[src/rtl/wdog_pkg.sv]
package wdog_pkg;

    typedef enum logic [1:0] {
        WD_IDLE   = 2'd0,
        WD_ARMED  = 2'd1,
        WD_WARNED = 2'd2
    } wd_state_e;

    localparam logic [2:0] PM_ACTIVE = 3'd0;
    localparam logic [2:0] PM_SLEEP  = 3'd1;
    localparam logic [2:0] PM_DEEP   = 3'd2;
    localparam logic [2:0] PM_STOP   = 3'd3;

endpackage

[src/rtl/wdog_tick_gate.sv]
module wdog_tick_gate #(
    parameter int N_SRC = 3,
    parameter int SEL_W = 2
) (
    input  logic [N_SRC-1:0] src_tick,
    input  logic [SEL_W-1:0] src_sel,
    input  logic             dbg_halt,
    input  logic             dbg_run,
    input  logic [2:0]       pwr_mode,
    input  logic             deep_run,
    input  logic             stop_run,
    output logic             tick_ok
);
    import wdog_pkg::*;

    logic [N_SRC-1:0] sel_hit;
    logic             tick_sel;
    logic             mode_run;

    for (genvar i = 0; i < N_SRC; i++) begin : g_src
        assign sel_hit[i] = (src_sel == SEL_W'(i)) && src_tick[i];
    end

    assign tick_sel = |sel_hit;

    always_comb begin
        unique case (pwr_mode)
            PM_ACTIVE, PM_SLEEP: mode_run = 1'b1;
            PM_DEEP:             mode_run = deep_run;
            PM_STOP:             mode_run = stop_run;
            default:             mode_run = 1'b0;
        endcase
    end

    assign tick_ok = tick_sel && mode_run && !(dbg_halt && !dbg_run);

endmodule

[src/rtl/wdog_count.sv]
module wdog_count #(
    parameter int PER_W = 4,
    parameter int CNT_W = 19
) (
    input  logic             clk,
    input  logic             rst_n,
    input  logic             clr,
    input  logic             adv,
    input  logic [PER_W-1:0] period,
    input  logic [1:0]       warn_sel,
    output logic             at_limit,
    output logic             at_warn
);
    logic [CNT_W-1:0] cnt_q;
    logic [CNT_W-1:0] limit;
    logic [CNT_W-1:0] warn_pt;

    always_comb begin
        limit   = CNT_W'(1) << (32'(period) + 32'd3);
        warn_pt = (limit >> 2) * CNT_W'(warn_sel);
    end

    assign at_limit = (cnt_q == limit);
    assign at_warn  = (warn_sel != 2'd0) && (cnt_q == warn_pt);

    always_ff @(posedge clk or negedge rst_n) begin
        if (!rst_n) begin
            cnt_q <= '0;
        end else if (clr) begin
            cnt_q <= '0;
        end else if (adv) begin
            cnt_q <= at_limit ? '0 : cnt_q + CNT_W'(1);
        end
    end

endmodule

[src/rtl/wdog_core.sv]
module wdog_core #(
    parameter int N_SRC = 3,
    parameter int SEL_W = 2,
    parameter int PER_W = 4
) (
    input  logic             clk,
    input  logic             rst_n,
    input  logic [N_SRC-1:0] src_tick,
    input  logic             cfg_enable,
    input  logic [SEL_W-1:0] cfg_src_sel,
    input  logic [PER_W-1:0] cfg_period,
    input  logic [1:0]       cfg_warn_sel,
    input  logic             cfg_dbg_run,
    input  logic             cfg_deep_run,
    input  logic             cfg_stop_run,
    input  logic             kick,
    input  logic             warn_clear,
    input  logic             dbg_halt,
    input  logic [2:0]       pwr_mode,
    output logic             warn_irq,
    output logic             rst_req
);
    import wdog_pkg::*;

    localparam int CNT_W = 3 + (2 ** PER_W);

    wd_state_e state_q, state_d;
    logic      tick_ok, adv, cnt_clr;
    logic      at_limit, at_warn;
    logic      tmo_evt, warn_evt;

    wdog_tick_gate #(.N_SRC(N_SRC), .SEL_W(SEL_W)) u_gate (
        .src_tick (src_tick),
        .src_sel  (cfg_src_sel),
        .dbg_halt (dbg_halt),
        .dbg_run  (cfg_dbg_run),
        .pwr_mode (pwr_mode),
        .deep_run (cfg_deep_run),
        .stop_run (cfg_stop_run),
        .tick_ok  (tick_ok)
    );

    assign adv     = cfg_enable && (state_q != WD_IDLE) && tick_ok;
    assign cnt_clr = !cfg_enable || kick || (state_q == WD_IDLE);

    wdog_count #(.PER_W(PER_W), .CNT_W(CNT_W)) u_count (
        .clk      (clk),
        .rst_n    (rst_n),
        .clr      (cnt_clr),
        .adv      (adv),
        .period   (cfg_period),
        .warn_sel (cfg_warn_sel),
        .at_limit (at_limit),
        .at_warn  (at_warn)
    );

    assign tmo_evt  = adv && at_limit && !kick;
    assign warn_evt = (state_q == WD_ARMED) && adv && at_warn && !kick;

    always_comb begin
        state_d = state_q;
        if (!cfg_enable) begin
            state_d = WD_IDLE;
        end else begin
            unique case (state_q)
                WD_IDLE:   state_d = WD_ARMED;
                WD_ARMED:  if (warn_evt) state_d = WD_WARNED;
                WD_WARNED: if (kick || tmo_evt) state_d = WD_ARMED;
                default:   state_d = WD_IDLE;
            endcase
        end
    end

    always_ff @(posedge clk or negedge rst_n) begin
        if (!rst_n) state_q <= WD_IDLE;
        else        state_q <= state_d;
    end

    always_ff @(posedge clk or negedge rst_n) begin
        if (!rst_n) begin
            rst_req  <= 1'b0;
            warn_irq <= 1'b0;
        end else if (!cfg_enable) begin
            rst_req  <= 1'b0;
            warn_irq <= 1'b0;
        end else begin
            rst_req <= tmo_evt;
            if (warn_evt)        warn_irq <= 1'b1;
            else if (warn_clear) warn_irq <= 1'b0;
        end
    end

endmodule

[config.mk]
export PLATFORM = sky130hd
export DESIGN_NAME = wdog_core
export DESIGN_NICKNAME = d
export VERILOG_FILES = /design/src/rtl/wdog_pkg.sv /design/src/rtl/wdog_tick_gate.sv /design/src/rtl/wdog_count.sv /design/src/rtl/wdog_core.sv
export SDC_FILE = /design/constraint.sdc
export NUM_CORES = 1
export LEC_CHECK = 0
export BUFFER_PORTS_ARGS = -buffer_cell sky130_fd_sc_hd__buf_2
export CAP_MARGIN = 0
export CORE_ASPECT_RATIO = 0.6
export CORE_MARGIN = 10
export CORE_UTILIZATION = 40
export CTS_CLUSTER_DIAMETER = 200
export DETAILED_ROUTE_END_ITERATION = 8
export HOLD_SLACK_MARGIN = 0.06
export PLACE_DENSITY_LB_ADDON = 0.12
export SLEW_MARGIN = 15
export SYNTH_ARGS = -nofsm -noshare
export SYNTH_HDL_FRONTEND = slang
export SYNTH_HIERARCHICAL = 1
export SYNTH_SLANG_ARGS = --single-unit
export TNS_END_PERCENT = 30
[constraint.sdc]
create_clock -name clk -period 4.4 [get_ports clk]
set_clock_uncertainty 0.05 [all_clocks]
set_input_delay 0.44 -clock clk [delete_from_list [all_inputs] [get_ports clk]]
set_output_delay 0.44 -clock clk [all_outputs]
set_load 0.05 [all_outputs]
==> results of run 1 <==
-- synth_stat cells (9+ instances only) --
cell and count:
nor2_1 60, xnor2_1 17, nand3_1 16, a21oi_1 19
clkbuf_1 22, nand2b_1 9, nand2_1 47, ha_1 17
inv_1 14, o21ai_0 39, dfrtp_1 23
-- routing by layer --
layer / track usage / wire length [um]
met4: 0.0161 / 28
met1: 0.228 / 4620
met2: 0.214 / 3570
met5: 0 / 0
met3: 0.0271 / 543
-- cell families after synthesis --
kind of cell | share of synthesized area
AO/OA/AOI/OAI | 0.251
XOR/XNOR | 0.0707
adder cells (fa/ha/maj) | 0.0783
buffers and inverters | 0.0572
flip-flops | 0.194
multiplexers | 0.0328
other | 0.00126
AND/OR/NAND/NOR | 0.315
-- sequential cells by signal, summed over array words and instances, names as in the netlist --
register,count
state_q,2
rst_req,1
warn_irq,1
u_count/cnt_q,19
-- critical path, delay by kind of cell --
kind / cells / cell delay [ps]
xor+xnor: 1 / 140
buf+inv: 2 / 180
compound gates: 2 / 220
simple gates: 11 / 2710
fa+ha+maj: 1 / 490
-- final cells by class --
class | count | area [um^2] | area share
Sequential cell | 23 | 576 | 0.174
Timing Repair Buffer | 39 | 233 | 0.0704
Tap cell | 104 | 130 | 0.0394
Multi-Input combinational cell | 352 | 2230 | 0.675
Clock buffer | 3 | 75.1 | 0.0227
Clock inverter | 1 | 5.00 | 0.00151
Inverter | 15 | 56.3 | 0.0170
-- path summary, 6_finish.rpt --
kind	start	cells after the start	end	slack (ps)
setup / recovery	cfg_period[2]	17	state_q[1]	360
max in group asynchronous	rst_n	1	u_count/cnt_q[11]	3830
setup reg to reg	u_count/cnt_q[18]	11	state_q[1]	1040
min in group clk	warn_clear	3	warn_irq	390
hold / removal	rst_n	1	u_count/cnt_q[7]	110
hold reg to reg	warn_irq	2	warn_irq	470
-- where the power goes --
group	switching (mW)	internal, mW	total [mW]
Clock	0.0796	0.122	0.202
Combinational	0.0630	0.0462	0.109
Sequential	0.000838	0.212	0.213
-- stage by stage --
step                total power, mW  hold slack, ps
finish                        0.524             108
floorplan                     0.286            94.4
global placement              0.324             405
CTS                           0.527             129
global route                  0.548             151
detailed placement            0.325             405
==> out/qor.csv, run 1 <==
metric,value,unit
status,"finished, final reports clean",
clock_path_buffers,2,
rsz0062_at_grt,false,
endpoint_kind,register,
post-route-util,0.457,
required,4540,ps
fp-row-count,24,
boundaryPins,25,
path_common_cell,nor2_1,
synth_ff_type,dfrtp_1,
synth_enable_flop_cells,0,
worstSetupPathType,input pin to register,
critPathArrivalTime,4180,ps
antenna_found_initial,0,
track_usage,0.149,
cts_root_buf,clkbuf_16,
syn_area,2970,um^2
fmaxAchievable,0.248,GHz
worst_slack,362,ps
die_area,11400,um^2
design_area,3300,um^2
placed_cell_area,3220,um^2
start_util,0.411,
hp-class,input pin to async pin,
synth_area_leaders,"dfrtp_1, nor2_1, ha_1",
place.port_buffers,24,
fp.coreArea,7240,um^2
first_pass_iters,5,
drv_cap,0,
mostFrequentLayoutCells,"nor2_1, nand2_1, o21ai_0, buf_2, dfrtp_1",
drv_slew,0,
postCtsResizedCells,0,
cts_hold_buf,0,
cp_cell_sequence,"buf_2, nor2_1, nand2_1, nor2_1, inv_1, fa_1, xnor2_1, or4_4, nor4_2, o211ai_1, or4_1, nor4_1, nand4_1, nor4b_2, nand3_2, or2_4, a21oi_2",
peakVddDrop,173,uV
cp_slowest_cell,fa_1,
nFillCells,730,
worstPathMaxFanout,4,
die_y,86.8,um
gp_congestion,0.892,
min_period_over_period,0.918,
place_ws,110,ps
yosysTopAreaCell,dfrtp_1,
grt_remaining_overflow,0,
cts_sinks,23,
area_growth,11.2,%
final_common_cell,nor2_1,
tns,0,ps
final_cells,537,
clock_latency,260,ps
vias_per_cell,5.73,
grt_start_max_net_pins,24,
synth_warnings,6,
tightest_slew,746,ps
cts.reportedPaths.clkPinSlew,60,ps
grt_pass1_wl,14.4,mm
power.density,159,nW/um^2
finalCriticalPeriod,4040,ps
dpl.hpwl,7.00,mm
route.detailed.drc,0,
ys_types,68,
n_antenna_cell,0,
htree_levels,1,
drt_iter0_markers,235,
dp.cells,533,
ys_async_sr_fraction,1.00,
via_count,3078,
synth_seq_cells,23,
syn_nets,457,
setup_violations,0,
fin_nets,475,
first_global_vias,2745,
startpoint_type,input pin,
slew_headroom,0.502,
cts_tree,done,
yosysTopAreaCellShare,0.194,
drive_above_1_share,0.157,
post_cts_buffers,0,
drt-total-wl,8.77,mm
finalHoldViolCount,0,
detail-route-antenna-nets,0,
seq_area_frac_synth,0.194,
postSynthAreaPerCell,7.15,um^2
cts_made_buffers,3,
die_width,131,um
slowest_delay,490,ps
routedWlPerCell,16.3,um
syn_inst,416,
leakage,1.41,nW
(Power assumes the default switching activity.)
==> inputs of run 2 (changes only) <==
BUFFER_PORTS_ARGS = default   (was -buffer_cell sky130_fd_sc_hd__buf_2)
CORE_MARGIN = 3   (was 10)
DONT_BUFFER_PORTS = 1   (was default)
==> run 2 against run 1 <==
Cell count is 7.3% lower. Critical path depth is 2 lower. Combinational power is 22% lower. Global-route usage is 6.5 points higher. Register-to-register slack better by 60 ps. Wire length is 1.7% lower. Highest routed layer unchanged. Critical path type unchanged. Critical endpoint unchanged. Clock-buffer cell count stayed put. Power is 4.0% lower. Clock power hardly changed.
==> out/qor.csv, run 2 (synthesis results as in run 1) <==
metric,value,unit,change
status,"finished, final reports clean",,
drive_above_1_share,0.0804,,-0.0766
drv_slew,0,,unchanged
drv_cap,0,,unchanged
pwr-share-clk,0.408,,+0.023
postCtsResizedCells,0,,unchanged
startpoint_type,input pin,,
sequentialPowerShare,0.423,,+0.017
fin_nets,440,,-7.4%
finalCriticalPeriod,3950,ps,-88.2 ps
first_global_vias,2604,,-5.1%
final_common_cell,nor2_1,,
post-route-util,0.449,,-0.00793
swShare,0.261,,-0.0124
die_width,117,um,-11%
cts_made_buffers,3,,unchanged
grt_pass1_wl,14.2,mm,-1.4%
fp.coreArea,6940,um^2,-4.2%
rsz0062_at_grt,false,,
leakage,1.27,nW,-10%
track_usage,0.214,,+0.0648
largest_reg_flops,19,,unchanged
fp-row-count,23,,-4.2%
detail-route-antenna-nets,0,,unchanged
antenna_found_initial,0,,unchanged
reg.largest.list,"u_count/cnt_q: 19 flops, state_q: 2 flops",,
finalHoldViolCount,0,,unchanged
slew_headroom,0.512,,+0.0106
largest-register,u_count/cnt_q,,
clock_path_buffers,2,,unchanged
register_area,576,um^2,unchanged
cts_sinks,23,,unchanged
drt-total-wl,8.62,mm,-1.7%
htree_levels,1,,unchanged
setup_violations,0,,unchanged
worstPathMaxFanout,18,,+14
worstSetupPathType,input pin to register,,
min_period_over_period,0.898,,-0.0200
reg2reg_from,u_count/cnt_q[1],,
multi_input_area,2230,um^2,unchanged
area_growth,4.67,%,
grt_remaining_overflow,0,,unchanged
power.internal,372,uW,-2.4%
route.detailed.drc,0,,unchanged
place.port_buffers,0,,-100%
p_switching,131,uW,-8.4%
first_pass_iters,5,,unchanged
start_util,0.429,,+0.0179
boundaryPins,25,,unchanged
n_antenna_cell,0,,unchanged
fmaxAchievable,0.253,GHz,+2.2%
clock_latency,260,ps,about the same
cts.reportedPaths.clkPinSlew,60,ps,about the same
tns,0,ps,unchanged
peakVddDrop,130,uV,-25%
pwr-share-comb,0.169,,-0.039
crit_start,cfg_period[1],,
mostFrequentLayoutCells,"nor2_1, nand2_1, o21ai_0, dfrtp_1, a21oi_1",,
die_area,8540,um^2,-25%
min_from,cfg_enable,,
endpoint_kind,register,,
critPathArrivalTime,4090,ps,-90 ps
cts_tree,done,,
total_power,503,uW,-4.0%
cts_root_buf,clkbuf_16,,
tightest_slew,731,ps,-15.9 ps
hp-class,input pin to register,,
drt_iter0_markers,237,,+0.85%
grt_start_max_net_pins,24,,unchanged
nFillCells,699,,-4.2%
required,4540,ps,about the same
die_y,72.8,um,-16%
via_count,2957,,-3.9%
power.density,162,nW/um^2,+1.9%
dpl.hpwl,6.70,mm,-4.3%
gp_congestion,0.980,,+9.9%
routedWlPerCell,17.3,um,+6.0%
vias_per_cell,5.94,,+3.6%
run 2: timing repair:
item                      in CTS  in global routing
hold buffers                   2                  0
hold endpoints to repair      23                  0
buffers inserted               0                  0
run 2: final cells by class:
class                   instances  area share
flip-flops and latches         23       0.185
repair buffers                  4      0.0145
well taps                     100      0.0402
inverters                      15      0.0181
clock inverters                 1     0.00161
clock buffers                   3      0.0241
multi-input cells             352       0.717
run 2: per-layer routing:
metal | vias to the layer above | track usage | share of wire
met2 | 96 | 0.293 | 0.40
met1 | 1410 | 0.353 | 0.54
li1 | 1449 | - | -
met4 | 0 | 0.0305 | 0.0042
met3 | 2 | 0.0323 | 0.056
met5 | - | 0 | 0
run 2: power groups by stage:
| stage | clock network [mW] | logic, mW | registers, mW |
|---|---|---|---|
| finish | 0.205 | 0.0851 | 0.213 |
| global route | 0.225 | 0.0954 | 0.213 |
| CTS | 0.209 | 0.0851 | 0.213 |
| detailed placement | 0 | 0.0772 | 0.217 |
| global placement | 0 | 0.0770 | 0.217 |
| floorplan | 0 | 0.0696 | 0.217 |
run 2: worst paths after layout:
path | endpoint | slack [ps] | cells past startpoint
max | state_q[1] | 450 | 15
min | state_q[0] | 250 | 1
max reg2reg | state_q[1] | 1100 | 11
min reg2reg | u_count/cnt_q[17] | 540 | 1
max in group asynchronous | u_count/cnt_q[17] | 3600 | 2
min in group asynchronous | u_count/cnt_q[6] | 540 | 2
run 2: per-stage QoR:
| step | hold slack, ps | cell area (um^2) | instances | setup WS, ps |
|---|---|---|---|---|
| 6_report | 250 | 3110 | 498 | 450 |
| 2_1_floorplan | 94.4 | 2980 | 416 | 18.6 |
| 3_5_place_dp | 95.1 | 3000 | 492 | 211 |
| 3_3_place_gp | 95.0 | 3000 | 492 | 254 |
| 5_1_grt | 237 | 3110 | 498 | 195 |
| 4_1_cts | 248 | 3110 | 498 | 441 |
run 2: critical path, stage by stage:
cell,delay [ps]
or2_2,360
nor2_1,160
inv_1,80
fa_1,500
xnor2_1,140
or4_4,430
nor4_2,220
o211ai_1,110
or4_1,480
nor4_1,280
nand4_1,150
nor4b_2,260
nand3_2,100
or2_4,260
a21oi_2,110
